`src/rtl/i2c_fseq_pkg.sv`:
```
package i2c_fseq_pkg;
  typedef enum logic [2:0] {
    CMD_START   = 3'd0,
    CMD_RSTART  = 3'd1,
    CMD_WRITE   = 3'd2,
    CMD_RD_ACK  = 3'd3,
    CMD_RD_NACK = 3'd4,
    CMD_STOP    = 3'd5
  } cmd_e;

  typedef struct packed {
    logic nakok;
    logic rcont;
    logic rd;
    logic stop;
    logic start;
  } flags_t;

  localparam int FLAG_W = $bits(flags_t);
  localparam int EVT_W  = 3;
  localparam int EVT_NACK = 0;
  localparam int EVT_UNH  = 1;
  localparam int EVT_STR  = 2;
endpackage

```
`src/rtl/i2c_fseq_decode.sv`:
```
module i2c_fseq_decode
  import i2c_fseq_pkg::*;
(
  input  logic [FLAG_W-1:0] flags_i,
  output flags_t            eff_o,
  output logic              illegal_o
);
  flags_t raw;
  assign raw = flags_t'(flags_i);

  assign illegal_o = (raw.rcont & ~raw.rd)
                   | (raw.stop & raw.rd & raw.rcont)
                   | (raw.nakok & (raw.rd | raw.rcont));

  always_comb begin
    eff_o = raw;
    if (illegal_o) begin
      eff_o.rd    = 1'b0;
      eff_o.rcont = 1'b0;
      eff_o.nakok = 1'b0;
    end
  end
endmodule

```
`src/rtl/i2c_fseq_events.sv`:
```
module i2c_fseq_events
  import i2c_fseq_pkg::*;
#(
  parameter int CNT_W = 16
) (
  input  logic             clk_i,
  input  logic             rst_ni,
  input  logic             set_nack_i,
  input  logic             stretching_i,
  input  logic [CNT_W-1:0] nack_lim_i,
  input  logic             str_en_i,
  input  logic [CNT_W-1:0] str_lim_i,
  input  logic [EVT_W-1:0] clr_i,
  output logic [EVT_W-1:0] evt_o,
  output logic             abort_o
);
  logic [EVT_W-1:0] evt_q;
  logic [CNT_W-1:0] nack_t_q, str_t_q;
  logic             unh_fire, str_fire;

  assign unh_fire = evt_q[EVT_NACK] && (nack_lim_i != '0) && !clr_i[EVT_NACK]
                    && (nack_t_q == nack_lim_i - 1'b1);
  assign str_fire = stretching_i && str_en_i && (str_lim_i != '0)
                    && (str_t_q == str_lim_i - 1'b1);

  always_ff @(posedge clk_i or negedge rst_ni) begin
    if (!rst_ni) begin
      evt_q    <= '0;
      nack_t_q <= '0;
      str_t_q  <= '0;
    end else begin
      evt_q <= (evt_q & ~clr_i) | {str_fire, unh_fire, set_nack_i};
      if (!evt_q[EVT_NACK] || clr_i[EVT_NACK]) nack_t_q <= '0;
      else if (nack_t_q != nack_lim_i)         nack_t_q <= nack_t_q + 1'b1;
      if (!stretching_i || str_fire) str_t_q <= '0;
      else                           str_t_q <= str_t_q + 1'b1;
    end
  end

  assign evt_o   = evt_q;
  assign abort_o = str_fire;

  p_evt_sticky_r10: assert property (@(posedge clk_i) disable iff (!rst_ni)
    1'b1 |=> (($past(evt_q & ~clr_i) & ~evt_q) == '0));
  p_unh_needs_nack_r8: assert property (@(posedge clk_i) disable iff (!rst_ni)
    $rose(evt_q[EVT_UNH]) |-> $past(evt_q[EVT_NACK]));
  p_str_needs_stall_r9: assert property (@(posedge clk_i) disable iff (!rst_ni)
    $rose(evt_q[EVT_STR]) |-> $past(stretching_i && str_en_i));
endmodule

```
`src/rtl/i2c_fseq.sv`:
```
module i2c_fseq
  import i2c_fseq_pkg::*;
#(
  parameter int BYTE_W = 8,
  parameter int CNT_W  = 16
) (
  input  logic              clk_i,
  input  logic              rst_ni,
  input  logic              host_en_i,
  input  logic              fmt_valid_i,
  input  logic [BYTE_W-1:0] fmt_data_i,
  input  logic [FLAG_W-1:0] fmt_flags_i,
  output logic              fmt_pop_o,
  output logic              err_o,
  output logic              cmd_valid_o,
  output logic [2:0]        cmd_o,
  output logic [BYTE_W-1:0] cmd_byte_o,
  input  logic              cmd_ready_i,
  input  logic              nack_i,
  input  logic [BYTE_W-1:0] rd_data_i,
  input  logic              scl_low_i,
  input  logic              rx_full_i,
  output logic              rx_valid_o,
  output logic [BYTE_W-1:0] rx_data_o,
  input  logic [CNT_W-1:0]  nack_lim_i,
  input  logic              str_en_i,
  input  logic [CNT_W-1:0]  str_lim_i,
  input  logic [EVT_W-1:0]  halt_clr_i,
  output logic [EVT_W-1:0]  halt_evt_o,
  output logic              halt_o,
  output logic              idle_o
);
  localparam int RD_W = BYTE_W + 1;
  localparam logic [RD_W-1:0] RD_MAX = RD_W'(1) << BYTE_W;
  localparam logic [RD_W-1:0] RD_ONE = RD_W'(1);

  typedef enum logic [2:0] {S_IDLE, S_START, S_WRITE, S_READ, S_STOP, S_HALT} state_e;

  state_e            state_q;
  flags_t            fl_q, eff;
  logic [BYTE_W-1:0] byte_q;
  logic [RD_W-1:0]   rd_left_q;
  logic              in_txn_q;
  logic              illegal, done, stretching, set_nack, abort;
  cmd_e              cmd;

  i2c_fseq_decode u_dec (
    .flags_i   (fmt_flags_i),
    .eff_o     (eff),
    .illegal_o (illegal)
  );

  i2c_fseq_events #(.CNT_W(CNT_W)) u_evt (
    .clk_i        (clk_i),
    .rst_ni       (rst_ni),
    .set_nack_i   (set_nack),
    .stretching_i (stretching),
    .nack_lim_i   (nack_lim_i),
    .str_en_i     (str_en_i),
    .str_lim_i    (str_lim_i),
    .clr_i        (halt_clr_i),
    .evt_o        (halt_evt_o),
    .abort_o      (abort)
  );

  assign halt_o    = |halt_evt_o;
  assign fmt_pop_o = host_en_i && fmt_valid_i && (state_q == S_IDLE) && !halt_o;
  assign err_o     = fmt_pop_o && illegal;
  assign idle_o    = (state_q == S_IDLE) && !in_txn_q;

  always_comb begin
    cmd_valid_o = 1'b0;
    cmd         = CMD_WRITE;
    unique case (state_q)
      S_START: begin cmd_valid_o = 1'b1; cmd = in_txn_q ? CMD_RSTART : CMD_START; end
      S_WRITE: begin cmd_valid_o = 1'b1; cmd = CMD_WRITE; end
      S_READ:  begin
        cmd_valid_o = !rx_full_i;
        cmd = (rd_left_q == RD_ONE && !fl_q.rcont) ? CMD_RD_NACK : CMD_RD_ACK;
      end
      S_STOP:  begin cmd_valid_o = 1'b1; cmd = CMD_STOP; end
      default: ;
    endcase
  end

  assign cmd_o      = cmd;
  assign cmd_byte_o = byte_q;
  assign done       = cmd_valid_o && cmd_ready_i;
  assign stretching = cmd_valid_o && scl_low_i && !cmd_ready_i;
  assign rx_valid_o = done && (state_q == S_READ);
  assign rx_data_o  = rd_data_i;
  assign set_nack   = done && (state_q == S_WRITE) && nack_i && !fl_q.nakok;

  always_ff @(posedge clk_i or negedge rst_ni) begin
    if (!rst_ni) begin
      state_q   <= S_IDLE;
      fl_q      <= '0;
      byte_q    <= '0;
      rd_left_q <= '0;
      in_txn_q  <= 1'b0;
    end else begin
      unique case (state_q)
        S_IDLE: if (fmt_pop_o) begin
          byte_q    <= fmt_data_i;
          fl_q      <= eff;
          rd_left_q <= (fmt_data_i == '0) ? RD_MAX : {1'b0, fmt_data_i};
          state_q   <= eff.start ? S_START : (eff.rd ? S_READ : S_WRITE);
        end
        S_START: if (abort) state_q <= S_HALT;
          else if (done) begin
            in_txn_q <= 1'b1;
            state_q  <= fl_q.rd ? S_READ : S_WRITE;
          end
        S_WRITE: if (abort) state_q <= S_HALT;
          else if (done) begin
            if (set_nack)       state_q <= S_HALT;
            else if (fl_q.stop) state_q <= S_STOP;
            else                state_q <= S_IDLE;
          end
        S_READ: if (abort) state_q <= S_HALT;
          else if (done) begin
            rd_left_q <= rd_left_q - 1'b1;
            if (rd_left_q == RD_ONE) state_q <= fl_q.stop ? S_STOP : S_IDLE;
          end
        S_STOP: if (abort) state_q <= S_HALT;
          else if (done) begin
            in_txn_q <= 1'b0;
            state_q  <= S_IDLE;
          end
        S_HALT: if (!halt_o) state_q <= S_STOP;
        default: state_q <= S_IDLE;
      endcase
    end
  end

  p_cmd_hold_r3: assert property (@(posedge clk_i) disable iff (!rst_ni)
    (cmd_valid_o && !cmd_ready_i && !abort && state_q != S_READ)
      |=> (cmd_valid_o && $stable(cmd_o) && $stable(cmd_byte_o)));
  p_rx_stall_r6: assert property (@(posedge clk_i) disable iff (!rst_ni)
    rx_full_i |-> !(cmd_valid_o && (cmd_o == CMD_RD_ACK || cmd_o == CMD_RD_NACK)));
  p_halt_quiet_r7: assert property (@(posedge clk_i) disable iff (!rst_ni)
    halt_o |-> (!fmt_pop_o && !cmd_valid_o));
  p_err_on_pop_r11: assert property (@(posedge clk_i) disable iff (!rst_ni)
    err_o |-> fmt_pop_o);
  p_idle_quiet_r12: assert property (@(posedge clk_i) disable iff (!rst_ni)
    idle_o |-> !cmd_valid_o);
endmodule

```
`config.mk`:
```
export PLATFORM = sky130hd
export DESIGN_NAME = i2c_fseq
export DESIGN_NICKNAME = d
export VERILOG_FILES = /design/src/rtl/i2c_fseq_pkg.sv /design/src/rtl/i2c_fseq_decode.sv /design/src/rtl/i2c_fseq_events.sv /design/src/rtl/i2c_fseq.sv
export SDC_FILE = /design/constraint.sdc
export NUM_CORES = 1
export LEC_CHECK = 0
export BUFFER_PORTS_ARGS = -buffer_cell sky130_fd_sc_hd__buf_2
export CAP_MARGIN = 20
export CORE_ASPECT_RATIO = 0.75
export CORE_MARGIN = 4
export CORE_UTILIZATION = 56
export CTS_BUF_LIST = sky130_fd_sc_hd__clkbuf_16
export DETAILED_ROUTE_END_ITERATION = 16
export HOLD_SLACK_MARGIN = 0.12
export PLACE_DENSITY = 0.82
export REMOVE_ABC_BUFFERS = 1
export SLEW_MARGIN = 0
export SYNTH_ARGS = -nofsm -noshare
export SYNTH_HDL_FRONTEND = slang
export SYNTH_SLANG_ARGS = --single-unit
```
`constraint.sdc`:
```
create_clock -name clk_i -period 3 [get_ports clk_i]
set_clock_uncertainty 0.15 [all_clocks]
set_input_delay 0 -clock clk_i [delete_from_list [all_inputs] [get_ports clk_i]]
set_output_delay 0 -clock clk_i [all_outputs]
set_load 0.01 [all_outputs]
```
# ---- Word level (Yosys, flattened, before mapping)
# Index checks and enable logic that the tools add are counted.
dict set report op_classes {
  n_addsub 5
  n_eq_ne 22
  n_bitwise 11
  reduce_logical 43
  muxes 35
}
# operator count
set ops {}
lappend ops {{two-way mux 16 bit} 3}
lappend ops {{two-way mux 3 bit} 15}
lappend ops {{two-way mux 9 bit} 4}
lappend ops {{adder 16 x 1 -> 16 bit (second input constant)} 2}
lappend ops {{equality test 16 bit} 2}
lappend ops {{nonzero test 16 bit} 2}
lappend ops {{subtractor 16 x 1 -> 16 bit (second input constant)} 2}
lappend ops {{logical AND 1 bit} 19}
lappend ops {{case mux 3 bit (6 select lines)} 1}
lappend ops {{case mux 9 bit (2 select lines)} 1}
lappend ops {{inequality test 16 bit} 1}
lappend ops {{inequality test 2 bit (second input constant)} 8}
lappend ops {{inequality test 3 x 2 -> 1 bit (second input constant)} 5}
lappend ops {{equality test 9 x 1 -> 1 bit (second input constant)} 1}
lappend ops {{logical NOT 1 bit} 9}
lappend ops {{case mux 3 bit (3 select lines)} 1}
lappend ops {{subtractor 9 x 1 -> 9 bit (second input constant)} 1}
lappend ops {{logical NOT 8 bit} 1}
lappend ops {{two-way mux 1 bit} 7}
lappend ops {{AND reduction 7 bit} 1}
lappend ops {{equality test 3 x 2 -> 1 bit (second input constant)} 2}
lappend ops {{equality test 3 bit (second input constant)} 2}
lappend ops {{nonzero test 2 bit} 3}
lappend ops {{OR reduction 3 bit} 2}
lappend ops {{other kinds (14)} 21}
dict set report word_totals {
  output_inout_bits 28
  elab_cells 127
  in_bits 65
  regBits 60
}

# ---- Depth between registers and ports, before layout
# Gate-level depths: netlist of the first run.
dict set report logic_depth {
  ltp_word 11
  mapped_depth 10
  ltp_nobuf 8
}

# ---- Cells and area by module
# From an unflattened synthesis of the first run, not the netlist that was laid out.
dict set report hier_totals {
  hier_cells 590
  area_unflattened_um2 4967.3
}
# module area_each_um2 instances cells_per_inst
set by_module_without_submodules {}
lappend by_module_without_submodules {i2c_fseq_events 3215.6 1 404}
lappend by_module_without_submodules {i2c_fseq 1690.4 1 178}
lappend by_module_without_submodules {i2c_fseq_decode 61.3 1 8}

# ---- Least setup slack after synthesis of the first run
# Ideal clock, no wire load.
dict set report synth_timing {
  path_kind {input-to-reg}
  startpoint {input str_lim_i[5]}
  endpoint {register u_evt.str_t_q[10]}
  t_arrival_ns 2.117
  setup_slack_ns 0.596
  setup_time_ns 0.136
  path_stages 8
  cell_sequence {or4_1 > buf_2 > o31a_1 > or4_1 > o311a_1 > nor4_2 > buf_2 > nor3_1}
}
dict set report synth_between {
  elab_chain_cells 5
  elab_cells_between_ends 7
}
# item line_no
set synth_lines {}
lappend synth_lines {{from (decl)} i2c_fseq.sv:27} ;# input logic [CNT_W-1:0] str_lim_i,
lappend synth_lines {{subtractor 16 x 1 -> 16 bit / nonzero test 16 bit (equally long branches)} {i2c_fseq_events.sv:24, i2c_fseq_events.sv:23}}
lappend synth_lines {{equality test 16 bit / logical AND 1 bit (equally long branches)} {i2c_fseq_events.sv:24, i2c_fseq_events.sv:23}}
lappend synth_lines {{logical AND 1 bit *} i2c_fseq_events.sv:24} ;# && (str_t_q == str_lim_i - 1'b1);
lappend synth_lines {{logical OR 1 bit *} i2c_fseq_events.sv:35} ;# if (!stretching_i || str_fire) str_t_q <= '0;
lappend synth_lines {{two-way mux 16 bit *} i2c_fseq_events.sv:35}
lappend synth_lines {{to (signal assigned)} i2c_fseq_events.sv:36} ;# else str_t_q <= str_t_q + 1'b1;
lappend synth_lines {{to (decl)} i2c_fseq_events.sv:18} ;# logic [CNT_W-1:0] nack_t_q, str_t_q;
# Mark *: on every way between the ends. The rest lies on a longest branch, timed or not.
# A chain may end at the register's enable or synchronous reset.

# ---- Final worst setup path of the first run
dict set report layout_timing {
  startpoint {register u_evt.nack_t_q[15]}
  endpoint {register u_evt.evt_q[1], in the netlist u_evt.evt_o[1]}
}
dict set report layout_between {
  elab_chain_cells 3
}
# item line_no
set layout_lines {}
lappend layout_lines {{from (decl)} i2c_fseq_events.sv:18}
lappend layout_lines {{from (signal assigned)} i2c_fseq_events.sv:34} ;# else if (nack_t_q != nack_lim_i) nack_t_q <= nack_t_q + 1'b1;
lappend layout_lines {{equality test 16 bit} i2c_fseq_events.sv:22} ;# && (nack_t_q == nack_lim_i - 1'b1);
lappend layout_lines {{logical AND 1 bit} i2c_fseq_events.sv:22}
lappend layout_lines {{OR 3 bit} i2c_fseq_events.sv:32} ;# evt_q <= (evt_q & ~clr_i) | {str_fire, unh_fire, set_nack_i};
lappend layout_lines {{to (signal assigned)} i2c_fseq_events.sv:32}
lappend layout_lines {{to (decl)} i2c_fseq_events.sv:17} ;# logic [EVT_W-1:0] evt_q;
# Every way passes these cells.

==> flow_summary.ini, run 1 <==
[finish]
drive_above_1_share = 0.171
final_core_util = 0.739
fillers = 554
design_area_sq_um = 5590
area_growth_syn_to_layout_pct = 24.8
diodes = 0
final_cells = 763
nNetsFinal = 730

[cts]
postCtsSetupRepairBufs = 0
clkTransAtPathRegs_ns = 0.05
cts_tree = built
h-tree-depth = 3
worstSkewPairLatency_ns = 0.32
cts_root_buffer = clkbuf_16
numCtsBuffers = 9
clock_path_buffers = 2
numClockSinks = 60

[floorplan]
core_sq_um = 7570
fp.dieH_um = 85.5
core.rowCount = 27
io_pins = 93
die_w_um = 111
initial_utilization = 0.592
dieArea_sq_um = 9520

[drt]
first_pass_iters = 10
wl_um = 13000
vias_per_cell = 6.02
drt-initial-drc-count = 421
ant_nets = 0
num_vias = 4597
drc_errors = 0
wl_per_cell_um = 17.0

[outcome]
outcome = finished, final reports clean

[critical_path]
worst-setup-path-type = register to register
endpoint_kind = register
worst-path-max-fanout = 3
startpoint_type = register
reg2regPathDepth = 7
cp.required_ns = 3.11
ff2ff_setup_slack_ns = 0.18
cp.arrival_ns = 2.93

[pwr]
power_density_nw_per_um2 = 584
power.total_mw = 3.27
vdd_drop_max_mv = 0.548
p_leak_nw = 2.44

[logic_synthesis]
ys.flop_type = dfrtp_1
synth_top_family_by_area = simple AND/OR/NAND/NOR gates
muxShareOfSynthArea = 0.00670
synth-edff-count = 0
synth_xor_xnor_area_share = 0.119
synth_compound_area_frac = 0.152
ys_ff_latch = 60
yosysMostFrequentCell = nand2_1
async_flop_share = 1.00
ys_warn_count = 0
avgSynthCellArea_sq_um = 8.02
syn_area_sq_um = 4480
synth_top_area_cell = dfrtp_1
synth_commonest_cells = nand2_1, dfrtp_1, nor2_1
synthAdderAreaFrac = 0.0195
yosysUniqueCellTypes = 56
synthSimpleGateAreaFrac = 0.308
ys_seq_area_frac = 0.335
netlist_top_cells_area = dfrtp_1, xor2_1, nand2_1
synth_top_area_frac = 0.335
netlist_instances = 559

[timing]
finalHoldViolations = 0
max_freq_mhz = 355
maxSlewViolCount = 0
setup_slack_ns = 0.183
tightest_slew_ns = 0.755
relSlewSlack = 0.493
period_share = 0.939
setup_viol = 0
period_minus_slack_ns = 2.82

[global_routing]
grt_start_max_net_pins = 48
gr-total-overflow = 0
grt_pass1_vias = 4407
track_usage = 0.273
antenna_found_initial = 0
grt_first_pass_wirelength_um = 21400

[placed_design]
numPortBuffers = 76
routabilityCongestion = 0.957
dpl_cell_area_sq_um = 4930
pre_cts_ws_ns = 0.233
dp_hpwl_um = 8800
placed_cells = 712

[min_path]
holdPathStages = 6
hold_class = input pin to register

[job]
max_cap_viol_count = 0
[layer usage]
metal / global-route usage / vias up / wire (um)
met2: 0.446 / 216 / 6050
met4: 0.0674 / 0 / 186
met5: 0 / - / 0
met1: 0.365 / 2155 / 5730
met3: 0.0706 / 29 / 1020
li1: - / 2197 / -
[logic make-up after synthesis]
logic type	after synthesis
AO/OA/AOI/OAI	110
XOR/XNOR	61
adder cells (fa/ha/maj)	7
buffers and inverters	61
flip-flops	60
multiplexers	3
AND/OR/NAND/NOR	257
[cells in the final DEF (no fill, tap or decap), drive strengths merged, types with 4 or more instances in the layout]
cell	netlist	final
o31ai	5	5
nand4b	8	8
dfrtp	60	60
and3	4	4
ha	7	7
nor2b	10	10
nor2	38	38
nand2	68	68
nor4	13	13
xor2	33	33
or4b	4	4
clkbuf	29	9
dlygate4sd3	0	35
or3	18	18
nor3	26	26
o21ai	37	37
xnor2	28	28
buf	12	94
nand4	12	12
inv	20	23
a31oi	5	5
nor3b	5	5
nand2b	9	9
a21oi	27	27
nand3	16	16
or4	11	11
and2	4	4
o211ai	6	6
[final timing paths]
check | start | end
setup / recovery | u_evt.nack_t_q[15] | u_evt.evt_o[1]
hold / removal | fmt_valid_i | cmd_byte_o[7]
setup reg to reg | u_evt.nack_t_q[15] | u_evt.evt_o[1]
hold reg to reg | fl_q[4] | fl_q[4]
max in group asynchronous | rst_ni | u_evt.nack_t_q[8]
min in group asynchronous | rst_ni | cmd_byte_o[1]
[through the flow]
step / setup TNS, ns / hold WS [ns]
CTS: 0 / 0.121
global placement: 0 / -0.150
global route: -0.00893 / 0.145
detailed placement: 0 / -0.150
floorplan: -1.05 / -0.446
finish: 0 / 0.128
[final cells by class]
| type | count | area (sq um) | area share |
|---|---|---|---|
| clock buffer | 9 | 225 | 0.0403 |
| sequential | 60 | 1500 | 0.268 |
| inverter | 20 | 75.1 | 0.0134 |
| timing repair buffer | 129 | 878 | 0.157 |
| multi-input combinational | 438 | 2740 | 0.489 |
| tap | 101 | 126 | 0.0226 |
| clock inverter | 6 | 50.0 | 0.00895 |
[sequential cells by signal, summed over array words and instances (netlist names)]
signal,cells
fl_q,4
cmd_byte_o,8
u_evt.evt_o,3
rd_left_q,9
u_evt.str_t_q,16
in_txn_q,1
u_evt.nack_t_q,16
state_q,3
[worst max-delay path: stages (launching register included)]
cell and delay (ns):
dfrtp_1 0.41, xnor2_2 0.27, xnor2_1 0.19, or4_1 0.54
nor3_1 0.19, o2111ai_1 0.19, o31ai_1 0.25, dlygate4sd3_1 0.57
[what timing repair did]
item / CTS / global route
setup endpoints to repair: 0 / 1
gates resized for setup: 0 / 2
hold endpoints to repair: 97 / 21
hold buffers: 34 / 1
[power by group]
| part | switching (mW) | internal (mW) | total [mW] |
|---|---|---|---|
| combinational | 0.713 | 0.484 | 1.20 |
| clock | 0.323 | 0.622 | 0.945 |
| sequential | 0.154 | 0.973 | 1.13 |
Power figures use the tool's default switching activity.
==> run 2: changes to the inputs <==
--- a/config.mk
+++ b/config.mk
@@ -5,15 +5,15 @@
 export SDC_FILE = /design/constraint.sdc
 export NUM_CORES = 1
 export LEC_CHECK = 0
-export BUFFER_PORTS_ARGS = -buffer_cell sky130_fd_sc_hd__buf_2
 export CAP_MARGIN = 20
 export CORE_ASPECT_RATIO = 0.75
 export CORE_MARGIN = 4
-export CORE_UTILIZATION = 56
+export CORE_UTILIZATION = 60
 export CTS_BUF_LIST = sky130_fd_sc_hd__clkbuf_16
 export DETAILED_ROUTE_END_ITERATION = 16
+export DONT_BUFFER_PORTS = 1
 export HOLD_SLACK_MARGIN = 0.12
-export PLACE_DENSITY = 0.82
+export PLACE_DENSITY = 0.77
 export REMOVE_ABC_BUFFERS = 1
 export SLEW_MARGIN = 0
 export SYNTH_ARGS = -nofsm -noshare
==> run 2 against run 1 <==
Compared with the run above: sequential share of layout area grew 1.2 points; core utilization grew 2.2 points; critical path depth is the same; maximum frequency shrank 5.3%; critical path type unchanged.
==> flow_summary.ini, run 2 (synthesis gave the netlist of run 1 again) <==
[critical_path]
startpoint_type = register
cp.required_ns = 3.12
max_stage_delay_ns = 0.57
endpoint_kind = register
crit_chain = or3_4 -> or3_1 -> inv_1 -> nand2_1 -> dlygate4sd3_1 -> nand2_1 -> dlygate4sd3_1
cp.arrival_ns = 3.09
worst-path-max-fanout = 6
cp_slowest_cell = dlygate4sd3_1
worst-setup-path-type = register to register

[drt]
wl_um = 12500
drt-initial-drc-count = 353
num_vias = 4400
first_pass_iters = 5
drc_errors = 0
vias_per_cell = 6.32
wl_per_cell_um = 18.0
ant_nets = 0

[placed_design]
numPortBuffers = 0
dp_hpwl_um = 8010
routabilityCongestion = 0.929
pre_cts_ws_ns = 0.364
dpl_cell_area_sq_um = 4510

[min_path]
hold_class = input pin to register

[finish]
drive_above_1_share = 0.0587
design_area_sq_um = 5350
layout_commonest_cell = nand2_1
final_cell_mix = nand2_1, dfrtp_1, dlygate4sd3_1, nor2_1, o21ai_0
multi_input_area_sq_um = 2740
fillers = 505
area_growth_syn_to_layout_pct = 19.3
final_core_util = 0.761
reg_top3 = u_evt.nack_t_q (16), u_evt.str_t_q (16), rd_left_q (9)
seqCellArea_sq_um = 1500
nNetsFinal = 663

[timing]
setup_slack_ns = 0.0247
finalHoldViolations = 0
relSlewSlack = 0.498
period_share = 0.992
rsz0062_at_grt = false
maxSlewViolCount = 0
period_minus_slack_ns = 2.98
setup_viol = 0
fin_setup_tns_ns = 0
max_freq_mhz = 336
tightest_slew_ns = 0.751

[floorplan]
io_pins = 93
die_w_um = 108
fp.dieH_um = 82.9
core.rowCount = 26
core_sq_um = 7030
dieArea_sq_um = 8930
initial_utilization = 0.638

[pwr]
vdd_drop_max_mv = 0.526
power_density_nw_per_um2 = 607
p_leak_nw = 2.16

[cts]
cts_tree = built
numClockSinks = 60
clock_path_buffers = 2
clkTransAtPathRegs_ns = 0.06
h-tree-depth = 3
worstSkewPairLatency_ns = 0.33
numCtsBuffers = 9
cts_root_buffer = clkbuf_16
postCtsSetupRepairBufs = 0

[job]
max_cap_viol_count = 0

[global_routing]
grt_first_pass_wirelength_um = 20500
antenna_found_initial = 1
grt_start_max_net_pins = 61
track_usage = 0.286
grt_pass1_vias = 4117
gr-total-overflow = 0

[outcome]
outcome = finished, final reports clean
==> run 2: changes by cell type in the layout (fill, tap and decap cells not counted), moves of 2 or more <==
cell	before	now
buf_16	0	2
buf_2	76	0
buf_4	17	12
diode_2	0	2
dlygate4sd3_1	35	48
inv_1	23	21
==> run 2: layout make-up <==
type | count | area share
repair buffers | 62 | 0.117
clock buffers | 9 | 0.0421
diodes | 2 | 0.000935
clock inverters | 7 | 0.0110
well taps | 98 | 0.0229
flip-flops and latches | 60 | 0.281
multi-input cells | 438 | 0.511
inverters | 20 | 0.0140
==> run 2: metrics by stage <==
| step | hold WS, ns | std cells | power (mW) |
|---|---|---|---|
| after global placement | -0.443 | 628 | 2.00 |
| after CTS | 0.122 | 694 | 3.19 |
| after global routing | 0.174 | 695 | 3.45 |
| final | 0.139 | 696 | 3.25 |
| after detailed placement | -0.443 | 628 | 2.03 |
| after floorplan | -0.446 | 518 | 1.79 |
==> run 2: critical path: cells and delay by family, from the launching register on <==
family / cells / cell delay (ns)
and+or+nand+nor: 4 / 1.03
buffers and inverters: 3 / 1.30
DFF: 1 / 0.44
==> run 2: power by group <==
part,leakage (nW),total [mW],switching (mW),internal [mW]
combinational,1.23,1.10,0.635,0.468
clock,0.141,0.995,0.365,0.630
sequential,0.798,1.15,0.177,0.972
==> run 2: repair_timing <==
action                                  CTS  global route
endpoints found under the setup margin    0             4
hold buffers                             50             0
resized for setup                         0             2
hold endpoints to repair                129             0
==> run 2: metal layers <==
metal	vias to the layer above	wire length [um]	track usage
met2	223	5750	0.448
li1	2068	-	-
met5	-	0	0
met4	0	308	0.0952
met3	28	1010	0.0705
met1	2081	5430	0.387
==> run 2: worst paths after layout <==
check	startpoint	to	slack, ns	cells past startpoint
min in group asynchronous	rst_ni	rd_left_q[8]	0.16	3
setup / recovery	u_evt.evt_o[0]	cmd_byte_o[4]	0.02	7
hold / removal	nack_lim_i[15]	u_evt.nack_t_q[1]	0.14	5
hold reg to reg	rd_left_q[3]	rd_left_q[3]	0.36	2
setup reg to reg	u_evt.evt_o[0]	cmd_byte_o[4]	0.02	7
max in group asynchronous	rst_ni	cmd_byte_o[1]	2.29	3
==> run 3: changes to the inputs <==
--- a/config.mk
+++ b/config.mk
@@ -5,6 +5,7 @@
 export SDC_FILE = /design/constraint.sdc
 export NUM_CORES = 1
 export LEC_CHECK = 0
+export ABC_AREA = 1
 export CAP_MARGIN = 20
 export CORE_ASPECT_RATIO = 0.75
 export CORE_MARGIN = 4
==> constraint.sdc (replaced) <==
create_clock -name clk_i -period 3.5 [get_ports clk_i]
set_clock_uncertainty 0.15 [all_clocks]
set_input_delay 0 -clock clk_i [delete_from_list [all_inputs] [get_ports clk_i]]
set_output_delay 0 -clock clk_i [all_outputs]
set_load 0.01 [all_outputs]
==> run 3 against run 2 <==
Compared with the run above: synthesized cell count is 22% higher; critical endpoint is now fl_q[3]; maximum frequency down 1.3%; core utilization decreased by 2.7 points; total power shrank 8.9%; non-clock buffer count shrank 16; via count rose by 3.1%; largest power group is now combinational logic; highest routed layer unchanged.
==> flow_summary.ini, run 3 <==
[outcome]
outcome = finished, final reports clean

[floorplan]
io_pins = 93
core_sq_um = 7430
dieArea_sq_um = 9260
fp.dieH_um = 84.4
core.rowCount = 27
die_w_um = 110
initial_utilization = 0.627

[critical_path]
startpoint_type = register
rr_startpoint = u_evt.evt_o[0]
worst-setup-path-type = register to register
cp.arrival_ns = 3.11
worst-path-max-fanout = 20
endpoint_kind = register
r2r_end = fl_q[3]
reg2regPathDepth = 8
cp.required_ns = 3.59
ff2ff_setup_slack_ns = 0.48
crit_start = u_evt.evt_o[0]
cp-endpoint = fl_q[3]

[timing]
period_share = 0.862
fin_setup_tns_ns = 0
timing.hold.ws_ns = 0.147
tightest_slew_ns = 0.594
rsz0062_at_grt = false
setup_viol = 0
maxSlewViolCount = 0
period_minus_slack_ns = 3.02
max_freq_mhz = 332
setup_slack_ns = 0.484
relSlewSlack = 0.600
finalHoldViolations = 0

[pwr]
p_seq_frac = 0.334
netSwitchingFraction = 0.398
power.total_mw = 2.96
p_leak_nw = 2.60
power_frac_clock = 0.276
power.internal_mw = 1.78
pwr-share-comb = 0.390
power_density_nw_per_um2 = 542
vdd_drop_max_mv = 0.517
net-switching-power_mw = 1.18

[cts]
h-tree-depth = 3
numCtsBuffers = 9
cts_root_buffer = clkbuf_16
postCtsSetupRepairBufs = 0
numClockSinks = 60
cts_tree = built
worstSkewPairLatency_ns = 0.32
clkTransAtPathRegs_ns = 0.05
clock_path_buffers = 2
cts_resized = 0

[finish]
reg_top3 = u_evt.nack_t_q (16), u_evt.str_t_q (16), rd_left_q (9)
nNetsFinal = 795
diodes = 0
area_growth_syn_to_layout_pct = 17.0
final_cells = 827
final_core_util = 0.734
drive_above_1_share = 0.0868
final_cell_mix = nand2_1, inv_1, nor2_1, dfrtp_1, nand3_1
layout_commonest_cell = nand2_1
design_area_sq_um = 5460
fillers = 586

[global_routing]
antenna_found_initial = 0
grt_first_pass_wirelength_um = 20200
grt_start_max_net_pins = 61
gr-total-overflow = 0
grt_pass1_vias = 4356
track_usage = 0.270

[logic_synthesis]
async_flop_share = 1.00
synth_commonest_cells = nand2_1, inv_1, nor2_1
synth_top_area_frac = 0.322
syn_area_sq_um = 4660
ys_seq_area_frac = 0.322
avgSynthCellArea_sq_um = 6.86
synth-edff-count = 0
ys_ff_latch = 60
synth_top_area_cell = dfrtp_1
yosysUniqueCellTypes = 43
yosysMostFrequentCell = nand2_1
netlist_top_cells_area = dfrtp_1, nand2_1, inv_1
netlist_instances = 680
ys_warn_count = 0
ys.flop_type = dfrtp_1

[min_path]
hold_class = input pin to async pin

[placed_design]
numPortBuffers = 0
pre_cts_ws_ns = 1.30
dp_hpwl_um = 8780
routabilityCongestion = 0.902
placed_cells = 770
dpl_cell_area_sq_um = 4720

[drt]
num_vias = 4536
vias_per_cell = 5.48
drc_errors = 0
wl_um = 12100
drt-initial-drc-count = 334
first_pass_iters = 5
wl_per_cell_um = 14.6
ant_nets = 0

[job]
max_cap_viol_count = 0
run 3: cell families (layout without fill, tap and decap cells):
logic type                 Yosys count  count (layout)  synth area share
AOI/OAI and AO/OA                   70              70            0.0859
xor gates and xnor gates            49              49            0.0920
adders and majority gates            7               7            0.0188
buffers and inverters              111             157            0.0985
DFF                                 60              60             0.322
and+or+nand+nor                    383             383             0.383
run 3: repair_timing:
| item | in CTS | in global routing |
|---|---|---|
| hold buffers | 43 | 0 |
| setup endpoints to repair | 0 | 0 |
| hold endpoints to repair | 129 | 0 |
run 3: area by class of cell:
cell class	count	area, sq um	share of cell area
clock buffer	9	225	0.0413
inverter	97	367	0.0672
timing repair buffer	46	488	0.0894
tap	101	126	0.0232
multi-input combinational	509	2700	0.495
clock inverter	5	47.5	0.00871
sequential	60	1500	0.275
run 3: power groups by stage:
stage	registers [mW]	logic (mW)	clock network, mW
floorplan	0.956	0.811	0
global placement	0.986	0.984	0
detailed placement	0.988	1.01	0
CTS	0.981	1.12	0.829
global route	1.00	1.29	0.861
finish	0.987	1.15	0.817
run 3: worst min path at each step:
| stage | startpoint | endpoint | slack [ns] | cells after the start |
|---|---|---|---|---|
| floorplan | rst_ni | cmd_byte_o[0] | -0.45 | 0 |
| global placement | rst_ni | state_q[0] | -0.44 | 0 |
| detailed placement | rst_ni | state_q[1] | -0.44 | 0 |
| CTS | str_lim_i[15] | u_evt.evt_o[2] | 0.14 | 7 |
| global route | rst_ni | state_q[2] | 0.18 | 3 |
| finish | rst_ni | state_q[0] | 0.15 | 3 |
run 3: worst max-delay path, stage by stage, from the launching register on:
cell	delay (ns)
dfrtp_1	0.44
nor3_1	0.43
nand4_1	0.13
dlygate4sd3_1	0.62
buf_4	0.21
inv_1	0.22
nand3_1	0.09
dlygate4sd3_1	0.56
o21ai_0	0.07
run 3: layer usage:
| metal | global-route usage | share of wire | up-vias |
|---|---|---|---|
| met1 | 0.379 | 0.44 | 2070 |
| met3 | 0.0584 | 0.087 | 19 |
| li1 | - | - | 2248 |
| met5 | 0 | 0 | - |
| met2 | 0.429 | 0.47 | 199 |
| met4 | 0.0566 | 0.011 | 0 |
